==> src/rtl/clk_bank_pkg.sv <==
package clk_bank_pkg;

    localparam int NUM_OUT = 16;
    localparam int LOW_END = 4;      // bits [0 : LOW_END-1] form the low bank
    localparam int MID_END = 12;     // bits [LOW_END : MID_END-1] form the core bank
    localparam int MODE_W  = 2;
    localparam int SEL_W   = 3;
    localparam int SYNC_W  = MODE_W + SEL_W;

    typedef enum logic [MODE_W-1:0] {
        BANK_OFF    = 2'b00,
        BANK_12F_4H = 2'b01,
        BANK_8F_8H  = 2'b10,
        BANK_ALL_F  = 2'b11
    } bank_mode_e;

    typedef enum logic [1:0] {
        RATE_OFF  = 2'b00,
        RATE_FULL = 2'b01,
        RATE_HALF = 2'b10
    } rate_e;

    typedef struct packed {
        bank_mode_e mode;
        logic       bypass;
    } bank_cfg_t;

    function automatic rate_e rate_of(input int idx, input bank_mode_e m);
        rate_e r;
        if (m == BANK_OFF) begin
            r = RATE_OFF;
        end else if (idx >= LOW_END && idx < MID_END) begin
            r = RATE_FULL;
        end else begin
            case (m)
                BANK_ALL_F:  r = RATE_FULL;
                BANK_12F_4H: r = (idx < MID_END) ? RATE_FULL : RATE_HALF;
                default:     r = RATE_HALF;
            endcase
        end
        return r;
    endfunction

endpackage

==> src/rtl/clk_bank_sync.sv <==
module clk_bank_sync #(
    parameter int W = 1
) (
    input  logic         clk,
    input  logic         rst,
    input  logic [W-1:0] d,
    output logic [W-1:0] q
);
    logic [W-1:0] stage1;

    always_ff @(posedge clk) begin
        if (rst) begin
            stage1 <= '0;
            q      <= '0;
        end else begin
            stage1 <= d;
            q      <= stage1;
        end
    end
endmodule

==> src/rtl/clk_bank_div.sv <==
module clk_bank_div (
    input  logic clk,
    input  logic rst,
    input  logic syn_ck,
    input  logic ref_ck,
    input  logic bypass,
    output logic full_lvl,
    output logic full_rise,
    output logic half_q,
    output logic half_next,
    output logic ref_buf
);
    logic syn_s, ref_s, ref_d, byp_q, full_d;
    logic ref_rise;

    assign ref_rise  = ref_s & ~ref_d;
    assign full_lvl  = bypass ? byp_q : syn_s;
    assign full_rise = full_lvl & ~full_d;
    assign half_next = half_q ^ full_rise;
    assign ref_buf   = ref_s;

    always_ff @(posedge clk) begin
        if (rst) begin
            syn_s  <= 1'b0;
            ref_s  <= 1'b0;
            ref_d  <= 1'b0;
            byp_q  <= 1'b0;
            full_d <= 1'b0;
            half_q <= 1'b0;
        end else begin
            syn_s  <= syn_ck;
            ref_s  <= ref_ck;
            ref_d  <= ref_s;
            full_d <= full_lvl;
            if (ref_rise)  byp_q  <= ~byp_q;
            if (full_rise) half_q <= ~half_q;
        end
    end

    // the half-rate toggle only rises right after a full-rate rising edge
    p_half_on_full_r10: assert property (@(posedge clk) disable iff (rst)
        $rose(half_q) |-> $past(full_rise));

    // the bypass divider only steps on a reference rising edge
    p_bypass_ref_r7: assert property (@(posedge clk) disable iff (rst)
        (byp_q != $past(byp_q)) |-> $past(ref_rise));
endmodule

==> src/rtl/clk_bank_out.sv <==
module clk_bank_out
    import clk_bank_pkg::*;
(
    input  logic               clk,
    input  logic               rst,
    input  bank_mode_e         mode,
    input  logic               full_lvl,
    input  logic               half_next,
    input  logic               ref_buf,
    output logic [NUM_OUT-1:0] ck_o,
    output logic [NUM_OUT-1:0] ck_oe,
    output logic               ref_o,
    output logic               ref_oe
);
    for (genvar i = 0; i < NUM_OUT; i++) begin : g_out
        rate_e rate;
        logic  q, oe;

        assign rate = rate_of(i, mode);

        always_ff @(posedge clk) begin
            if (rst) begin
                q  <= 1'b0;
                oe <= 1'b0;
            end else begin
                oe <= (rate != RATE_OFF);
                case (rate)
                    RATE_FULL: q <= full_lvl;
                    RATE_HALF: q <= half_next;
                    default:   q <= 1'b0;
                endcase
            end
        end

        assign ck_o[i]  = q;
        assign ck_oe[i] = oe;
    end

    always_ff @(posedge clk) begin
        if (rst) begin
            ref_o  <= 1'b0;
            ref_oe <= 1'b0;
        end else begin
            ref_oe <= (mode != BANK_OFF);
            ref_o  <= (mode != BANK_OFF) ? ref_buf : 1'b0;
        end
    end
endmodule

==> src/rtl/clk_bank_ctl.sv <==
module clk_bank_ctl
    import clk_bank_pkg::*;
(
    input  logic               clk,
    input  logic               rst,
    input  logic               syn_ck,
    input  logic               ref_ck,
    input  logic [MODE_W-1:0]  mode_i,
    input  logic [SEL_W-1:0]   sel_i,
    output logic [NUM_OUT-1:0] ck_o,
    output logic [NUM_OUT-1:0] ck_oe,
    output logic               ref_o,
    output logic               ref_oe
);
    logic [SYNC_W-1:0] ctl_s;
    bank_cfg_t         cfg_sync, cfg_act, cfg_use;
    logic              load;
    logic              full_lvl, full_rise, half_q, half_next, ref_buf;

    clk_bank_sync #(.W(SYNC_W)) u_sync (
        .clk (clk),
        .rst (rst),
        .d   ({mode_i, sel_i}),
        .q   (ctl_s)
    );

    assign cfg_sync.mode   = bank_mode_e'(ctl_s[SYNC_W-1:SEL_W]);
    assign cfg_sync.bypass = (ctl_s[SEL_W-1:0] == '0);

    // switch at a half-rate falling point, or freely while all outputs are off
    assign load    = (cfg_act.mode == BANK_OFF) || (full_rise && half_q);
    assign cfg_use = load ? cfg_sync : cfg_act;

    always_ff @(posedge clk) begin
        if (rst) begin
            cfg_act <= '{mode: BANK_OFF, bypass: 1'b0};
        end else if (load) begin
            cfg_act <= cfg_sync;
        end
    end

    clk_bank_div u_div (
        .clk       (clk),
        .rst       (rst),
        .syn_ck    (syn_ck),
        .ref_ck    (ref_ck),
        .bypass    (cfg_act.bypass),
        .full_lvl  (full_lvl),
        .full_rise (full_rise),
        .half_q    (half_q),
        .half_next (half_next),
        .ref_buf   (ref_buf)
    );

    clk_bank_out u_out (
        .clk       (clk),
        .rst       (rst),
        .mode      (cfg_use.mode),
        .full_lvl  (full_lvl),
        .half_next (half_next),
        .ref_buf   (ref_buf),
        .ck_o      (ck_o),
        .ck_oe     (ck_oe),
        .ref_o     (ref_o),
        .ref_oe    (ref_oe)
    );

    // outputs come out of reset disabled
    p_reset_off_r1: assert property (@(posedge clk) disable iff (rst)
        $past(rst) |-> (!ref_oe && ck_oe == '0));

    // with the reference off, every clock output is off too
    p_all_off_r2: assert property (@(posedge clk) disable iff (rst)
        !ref_oe |-> (ck_oe == '0 && ck_o == '0));

    // the core bank is driven whenever the block is not switched off
    p_core_on_r6: assert property (@(posedge clk) disable iff (rst)
        ref_oe |-> (&ck_oe[MID_END-1:LOW_END]));

    // a change between live modes happens only at a half-rate fall
    p_defer_r11: assert property (@(posedge clk) disable iff (rst)
        ((cfg_act.mode != $past(cfg_act.mode)) && ($past(cfg_act.mode) != BANK_OFF))
        |-> $past(full_rise && half_q));
endmodule

==> config.mk <==
export PLATFORM = sky130hd
export DESIGN_NAME = clk_bank_ctl
export DESIGN_NICKNAME = d
export VERILOG_FILES = /design/src/rtl/clk_bank_pkg.sv /design/src/rtl/clk_bank_sync.sv /design/src/rtl/clk_bank_div.sv /design/src/rtl/clk_bank_out.sv /design/src/rtl/clk_bank_ctl.sv
export SDC_FILE = /design/constraint.sdc
export NUM_CORES = 1
export LEC_CHECK = 0
export ABC_AREA = 0
export BUFFER_PORTS_ARGS = -buffer_cell sky130_fd_sc_hd__buf_4
export CAP_MARGIN = 5
export CORE_MARGIN = 2
export CORE_UTILIZATION = 47
export DETAILED_ROUTE_END_ITERATION = 6
export HOLD_SLACK_MARGIN = 0.08
export PLACE_DENSITY = 0.75
export SYNTH_ARGS = -nofsm -noshare
export SYNTH_HDL_FRONTEND = slang
export SYNTH_HIERARCHICAL = 1
export SYNTH_SLANG_ARGS = --single-unit
==> constraint.sdc <==
create_clock -name clk -period 2.11 [get_ports clk]
set_input_delay 0.211 -clock clk [delete_from_list [all_inputs] [get_ports clk]]
set_output_delay 0.211 -clock clk [all_outputs]
set_load 0.1 [all_outputs]
==> results of run 1 <==
registers in the layout, indices dropped and copies added (netlist names):
| signal | flops |
|---|---|
| u_out/g_out.q | 3 |
| u_div/ref_d | 1 |
| u_div/ref_buf | 1 |
| u_out/ref_oe | 1 |
| u_sync/stage1 | 5 |
| u_div/half_q | 1 |
| u_out/ref_o | 1 |
| u_out/g_out.oe | 1 |
| u_sync/q | 5 |
| u_div/byp_q | 1 |
| u_div/full_d | 1 |
| u_div/syn_s | 1 |
| cfg_act | 3 |
cells by family (layout without fill, tap and decap cells):
group / count (synthesis) / count (layout)
buf+inv: 35 / 50
simple gates: 29 / 29
flops: 25 / 25
compound gates: 14 / 14
fa+ha+maj: 5 / 5
mux: 2 / 2
xor+xnor: 1 / 1
worst min-delay path by stage:
stage / startpoint / endpoint / cells after the start
after floorplan: rst / u_div/half_q / 1
after global placement: u_sync/stage1[0] / u_sync/q[0] / 1
after detailed placement: mode_i[0] / u_sync/stage1[3] / 2
after CTS: mode_i[0] / u_sync/stage1[3] / 2
after global routing: mode_i[0] / u_sync/stage1[3] / 2
final: mode_i[0] / u_sync/stage1[3] / 2
power by group through the flow:
stage / Combinational [W] / Clock, W / Sequential, W
final: 0.000465 / 0.000202 / 0.000521
after global routing: 0.000485 / 0.000231 / 0.000526
after global placement: 0.000464 / 0 / 0.000530
after detailed placement: 0.000467 / 0 / 0.000532
after CTS: 0.000467 / 0.000213 / 0.000522
after floorplan: 0.000413 / 0 / 0.000545
cell type report:
cell class / instances / area, sq um / share of cell area, %
Inverter: 3 / 11.26 / 0.8929
Sequential cell: 25 / 500.5 / 39.68
Multi-Input combinational cell: 51 / 365.4 / 28.97
Tap cell: 28 / 35.03 / 2.778
Timing Repair Buffer: 43 / 322.8 / 25.60
Clock buffer: 4 / 26.28 / 2.083
metrics by stage:
| stage | hold slack, ps | util, % | std cells | setup slack (ps) |
|---|---|---|---|---|
| 3_3_place_gp | 417.3 | 55.29 | 150 | 356.7 |
| 5_1_grt | 90.65 | 56.47 | 154 | 53.66 |
| 3_5_place_dp | 426.9 | 55.29 | 150 | 243.3 |
| 2_1_floorplan | 273.4 | - | 111 | 303.8 |
| 6_report | 106.5 | 56.47 | 154 | 238.5 |
| 4_1_cts | 93.37 | 56.47 | 154 | 232.5 |
Yosys cell counts (all sizes together):
master,number,area [sq um]
buf,32,240.2
mux2i,2,20.02
a2bb2oi,1,8.760
xnor2,1,8.760
ha,5,62.56
dfxtp,25,500.5
a21oi,1,8.760
nor2,5,21.27
or4,1,7.510
a21o,2,15.01
nand2,2,7.510
o21ai,2,10.01
and2,2,15.01
or3,1,6.260
nor3,1,5.000
o22ai,2,12.51
a21boi,3,22.52
nand2b,3,18.77
a22oi,1,7.510
a21bo,2,20.02
inv,3,11.26
nor2b,14,87.58
routing by layer:
layer | global-route usage [%] | vias up
li1 | - | 356
met4 | 5.128 | 0
met1 | 12.28 | 299
met5 | 0 | -
met2 | 20.21 | 33
met3 | 2.571 | 0
==> flow_summary.yaml, run 1 <==
outcome:
  outcome: "complete, no violations"
power_and_ir_drop:
  p_clk_share_pct: 17.0
  power_switching_w: 0.0005169
  seqPwrFrac_pct: 43.8
  power_w: 0.001188
  peakVddDrop_v: 0.0005250
  comb_power_share_pct: 39.1
  internal_power_w: 0.0006709
  power_density_nw_per_um2: 941.7
  p_leak_nw: 0.6129
  switching_share_pct: 43.52
timing:
  rsz0062_at_grt: "no"
  max_clock_freq_mhz: 534.3
  fin_crit_sh_pct: 88.70
  slew_viol_final: 0
  finalSetupTns_ps: 0
  layout_min_cycle_time_ps: 1872
  finalHoldViolCount: 0
  fin_skew_ps: 4.955
  setup_viol: 0
  maxSlewHeadroom_pct: 81.09
  worst_pin_slew_ps: 280.6
worst_setup_path:
  rr_worst_depth: 8
  slowest_stage: "dfxtp_1"
  path_buf_inv: 1
  start_kind: "flip-flop"
  path_depth: 8
  r2r-end: "u_out/g_out[12].q"
  critPathKind: "reg2reg"
  worstPathRequired_ps: 2310
  slowest_delay_ps: 370
  cp_cell_sequence: "mux2i_1 > nor2_1 > a21boi_0 > a21o_1 > inv_1 > ha_1 > a22oi_1 > nor3_1"
  critPathTopFamily: "compound AO/OA/AOI/OAI gates"
  cp-end-kind: "flip-flop"
  rrSetupSlack_ps: 240
  setup.worst_path.start: "cfg_act[0]"
  crit_fanout: 5
  setup.worst_path.end: "u_out/g_out[12].q"
  timing.rr.start: "cfg_act[0]"
  critPathArrivalTime_ps: 2080
clock_network:
  numCtsBuffers: 3
  cts.hold.buffers_added: 0
  clkTransAtPathRegs_ps: 130
  cts.root.buffer_cell: "clkbuf_4"
  clk_latency_ps: 300
  clk_path_buf_depth: 2
  clkSinkCount: 25
  cts_tree: "built"
  post-cts-setup-buffers: 0
  htreeDepth: 1
  cts-resized-gates: 0
finish:
  layout_common_cells: "buf_4, dfxtp_1, nor2b_1"
  final_nets: 141
  n_fill_cell: 187
  stdcell_area_sq_um: 1261
  layout-drive-gt1-share_pct: 41.27
  diodes: 0
  final_common_cell: "buf_4"
  area.growth.synth_to_final_pct: 12.88
job:
  maxCapViolCount: 0
logic_synthesis:
  synthXorXnorAreaFrac_pct: 0.7839
  ys_seq_elements: 25
  syn_inst: 111
  syn_area_per_cell_sq_um: 10.07
  synth_adder_area_share_pct: 5.599
  yosys_warnings: 6
  synth.distinct_cells: 24
  synth_compound_area_share_pct: 9.406
  yosys.area_share.simple_pct: 15.12
  synthesis.nets: 125
  muxShareOfSynthArea_pct: 1.792
  synth_top_family_by_area: "buffers and inverters"
  synthesis.area_sq_um: 1117
  synth_seq_area_share_pct: 44.79
floorplanning:
  pin_count: 43
  dieArea_sq_um: 2783
  die_y_microns: 52.76
  die-width_microns: 52.76
  core_sq_um: 2233
  rows: 17
  initial_utilization_pct: 50.03
route:
  ant_nets: 0
  maxUsedRoutingLayer: "met3"
  viasPerCell: 4.468
  wl_met3_microns: 113
  drcViolationCount: 0
  first_pass_iters: 4
  vias: 688
  wl_met2_microns: 719
  post_drt_wl_per_cell_microns: 9.266
  finalWirelength_microns: 1427
  wl_met1_microns: 593
  drt_iter0_markers: 11
grt:
  antenna_found_initial: 0
  first_global_vias: 576
  grt_pass1_wl_microns: 2339
  globalRouteTotalUtil_pct: 11.22
  grt_max_degree: 26
  grt-ovfl-total: 0
place:
  portBuffers: 42
  dp_hpwl_microns: 1111
  gp_congestion: 0.6718
  dpl_cell_area_sq_um: 1235
worst_hold_path:
  hp-class: "in2reg"
No activity file was read; power rests on OpenSTA's default activity.
==> run 2, diff against run 1 <==
CORE_UTILIZATION = 51   (was 47)
PLACE_DENSITY = 0.81   (was 0.75)
clock period = 2.2 ns   (was 2.11 ns; I/O delays follow)
==> run 2 against run 1 <==
Hold slack better by 5.2 ps. Clock power down 3%. Non-clock buffer count down 1. Wire length up 6.7%. Register-to-register slack worse by 20 ps. Fmax down 5.3%. Die area down 7.3%. Flip-flop and latch count unchanged. Clock skew down 0.65 ps. Design area down 0.30%. Sequential power down 4%. Critical endpoint unchanged.
==> flow_summary.yaml, run 2 (synthesized netlist as in run 1, its figures left out) <==
finish:
  layout-drive-gt1-share_pct: 42.40
  layout_common_cells: "buf_4, dfxtp_1, nor2b_1"
  final_nets: 140
  diodes: 0
  area.growth.synth_to_final_pct: 12.54
  final_common_cell: "buf_4"
  largest_registers: "u_sync/q (5), u_sync/stage1 (5)"
  fin_cells: 152
floorplanning:
  die-width_microns: 50.81
  initial_utilization_pct: 55.26
  die_y_microns: 50.81
  core_sq_um: 2022
  dieArea_sq_um: 2581
  rows: 16
  pin_count: 43
worst_setup_path:
  critPathKind: "reg2reg"
  worstPathRequired_ps: 2410
  start_kind: "flip-flop"
  slowest_delay_ps: 380
  cp-end-kind: "flip-flop"
  cp_cell_sequence: "mux2i_2 > nor2_1 > a21bo_2 > a21o_1 > inv_1 > ha_1 > a22oi_1 > nor3_1"
  slowest_stage: "dfxtp_1"
  crit_fanout: 5
  critPathArrivalTime_ps: 2180
worst_hold_path:
  hp-class: "in2reg"
power_and_ir_drop:
  power_switching_w: 0.0005014
  p_leak_nw: 0.6130
  seqPwrFrac_pct: 43.8
  switching_share_pct: 43.92
  peakVddDrop_v: 0.0006184
  p_clk_share_pct: 17.0
  power_density_nw_per_um2: 907.9
  internal_power_w: 0.0006403
  comb_power_share_pct: 39.1
timing:
  finalHoldViolCount: 0
  finalSetupTns_ps: 0
  worst_pin_slew_ps: 293.8
  max_clock_freq_mhz: 505.9
  maxSlewHeadroom_pct: 80.34
  layout_min_cycle_time_ps: 1977
  rsz0062_at_grt: "no"
  fin_skew_ps: 4.308
  slew_viol_final: 0
  setup_viol: 0
  fin_crit_sh_pct: 89.85
place:
  dp.cells: 148
  portBuffers: 42
  gp_congestion: 0.6744
  dp_hpwl_microns: 1196
grt:
  grt_pass1_wl_microns: 2546
  globalRouteTotalUtil_pct: 13.28
  antenna_found_initial: 0
  grt_max_degree: 26
  grt-ovfl-total: 0
  first_global_vias: 640
route:
  vias: 700
  drcViolationCount: 0
  drt_iter0_markers: 7
  viasPerCell: 4.605
  post_drt_wl_per_cell_microns: 10.02
  first_pass_iters: 4
  ant_nets: 0
  finalWirelength_microns: 1523
clock_network:
  clk_path_buf_depth: 2
  cts_tree: "built"
  cts.root.buffer_cell: "clkbuf_4"
  numCtsBuffers: 3
  clk_latency_ps: 310
  clkTransAtPathRegs_ps: 130
  htreeDepth: 1
  cts.hold.buffers_added: 0
  clkSinkCount: 25
outcome:
  outcome: "complete, no violations"
job:
  maxCapViolCount: 0
run 2: critical path, delay by kind of cell (launching register included):
family	cells	cell delay [ps]
AO/OA/AOI/OAI	3	630
flip-flops	1	380
multiplexers	1	310
adder cells (fa/ha/maj)	1	240
AND/OR/NAND/NOR	2	200
buffers and inverters	1	110
run 2: final cells by class:
class                           instances  area [sq um]
Timing Repair Buffer                   42         315.3
Sequential cell                        25         500.5
Tap cell                               27         33.78
Inverter                                3         11.26
Multi-Input combinational cell         51         369.1
Clock inverter                          1         5.005
Fill cell                             163         764.5
Clock buffer                            3         22.52
run 2: final timing paths:
check	from	to	slack (ps)	cells after the start
worst max-delay path	cfg_act[0]	u_out/g_out[12].q	220	8
worst min-delay path	sel_i[0]	u_sync/stage1[0]	110	2
worst max register to register	cfg_act[0]	u_out/g_out[12].q	220	8
worst min register to register	u_sync/stage1[3]	u_sync/q[3]	450	1
run 2: stage by stage:
step	hold WS (ps)	worst slack (ps)	power [W]	util (%)	area (sq um)
after floorplan	282.4	393.8	0.0009188	-	1117
after global placement	417.9	315.2	0.0009501	60.64	1226
after detailed placement	423.4	169.4	0.0009572	60.64	1226
after CTS	93.45	136.1	0.001155	62.00	1254
after global routing	94.49	29.64	0.001191	62.19	1257
final	111.7	223.2	0.001142	62.19	1257
run 2: what timing repair did:
item                       CTS  global route
buffers inserted             0             0
setup endpoints to repair    0             4
resized for setup            0             3
run 2: routing by layer:
| metal | routed length, microns | track usage, % |
|---|---|---|
| met3 | 130 | 2.679 |
| met5 | 0 | 0 |
| met4 | 6 | 6.757 |
| met2 | 806 | 26.32 |
| met1 | 579 | 12.59 |
run 2: power groups by stage:
stage	clock, W	sequential [W]	combinational, W
after floorplan	0	0.000523	0.000396
after global placement	0	0.000508	0.000442
after detailed placement	0	0.000510	0.000447
after CTS	0.000207	0.000500	0.000447
after global routing	0.000223	0.000506	0.000463
final	0.000195	0.000501	0.000447
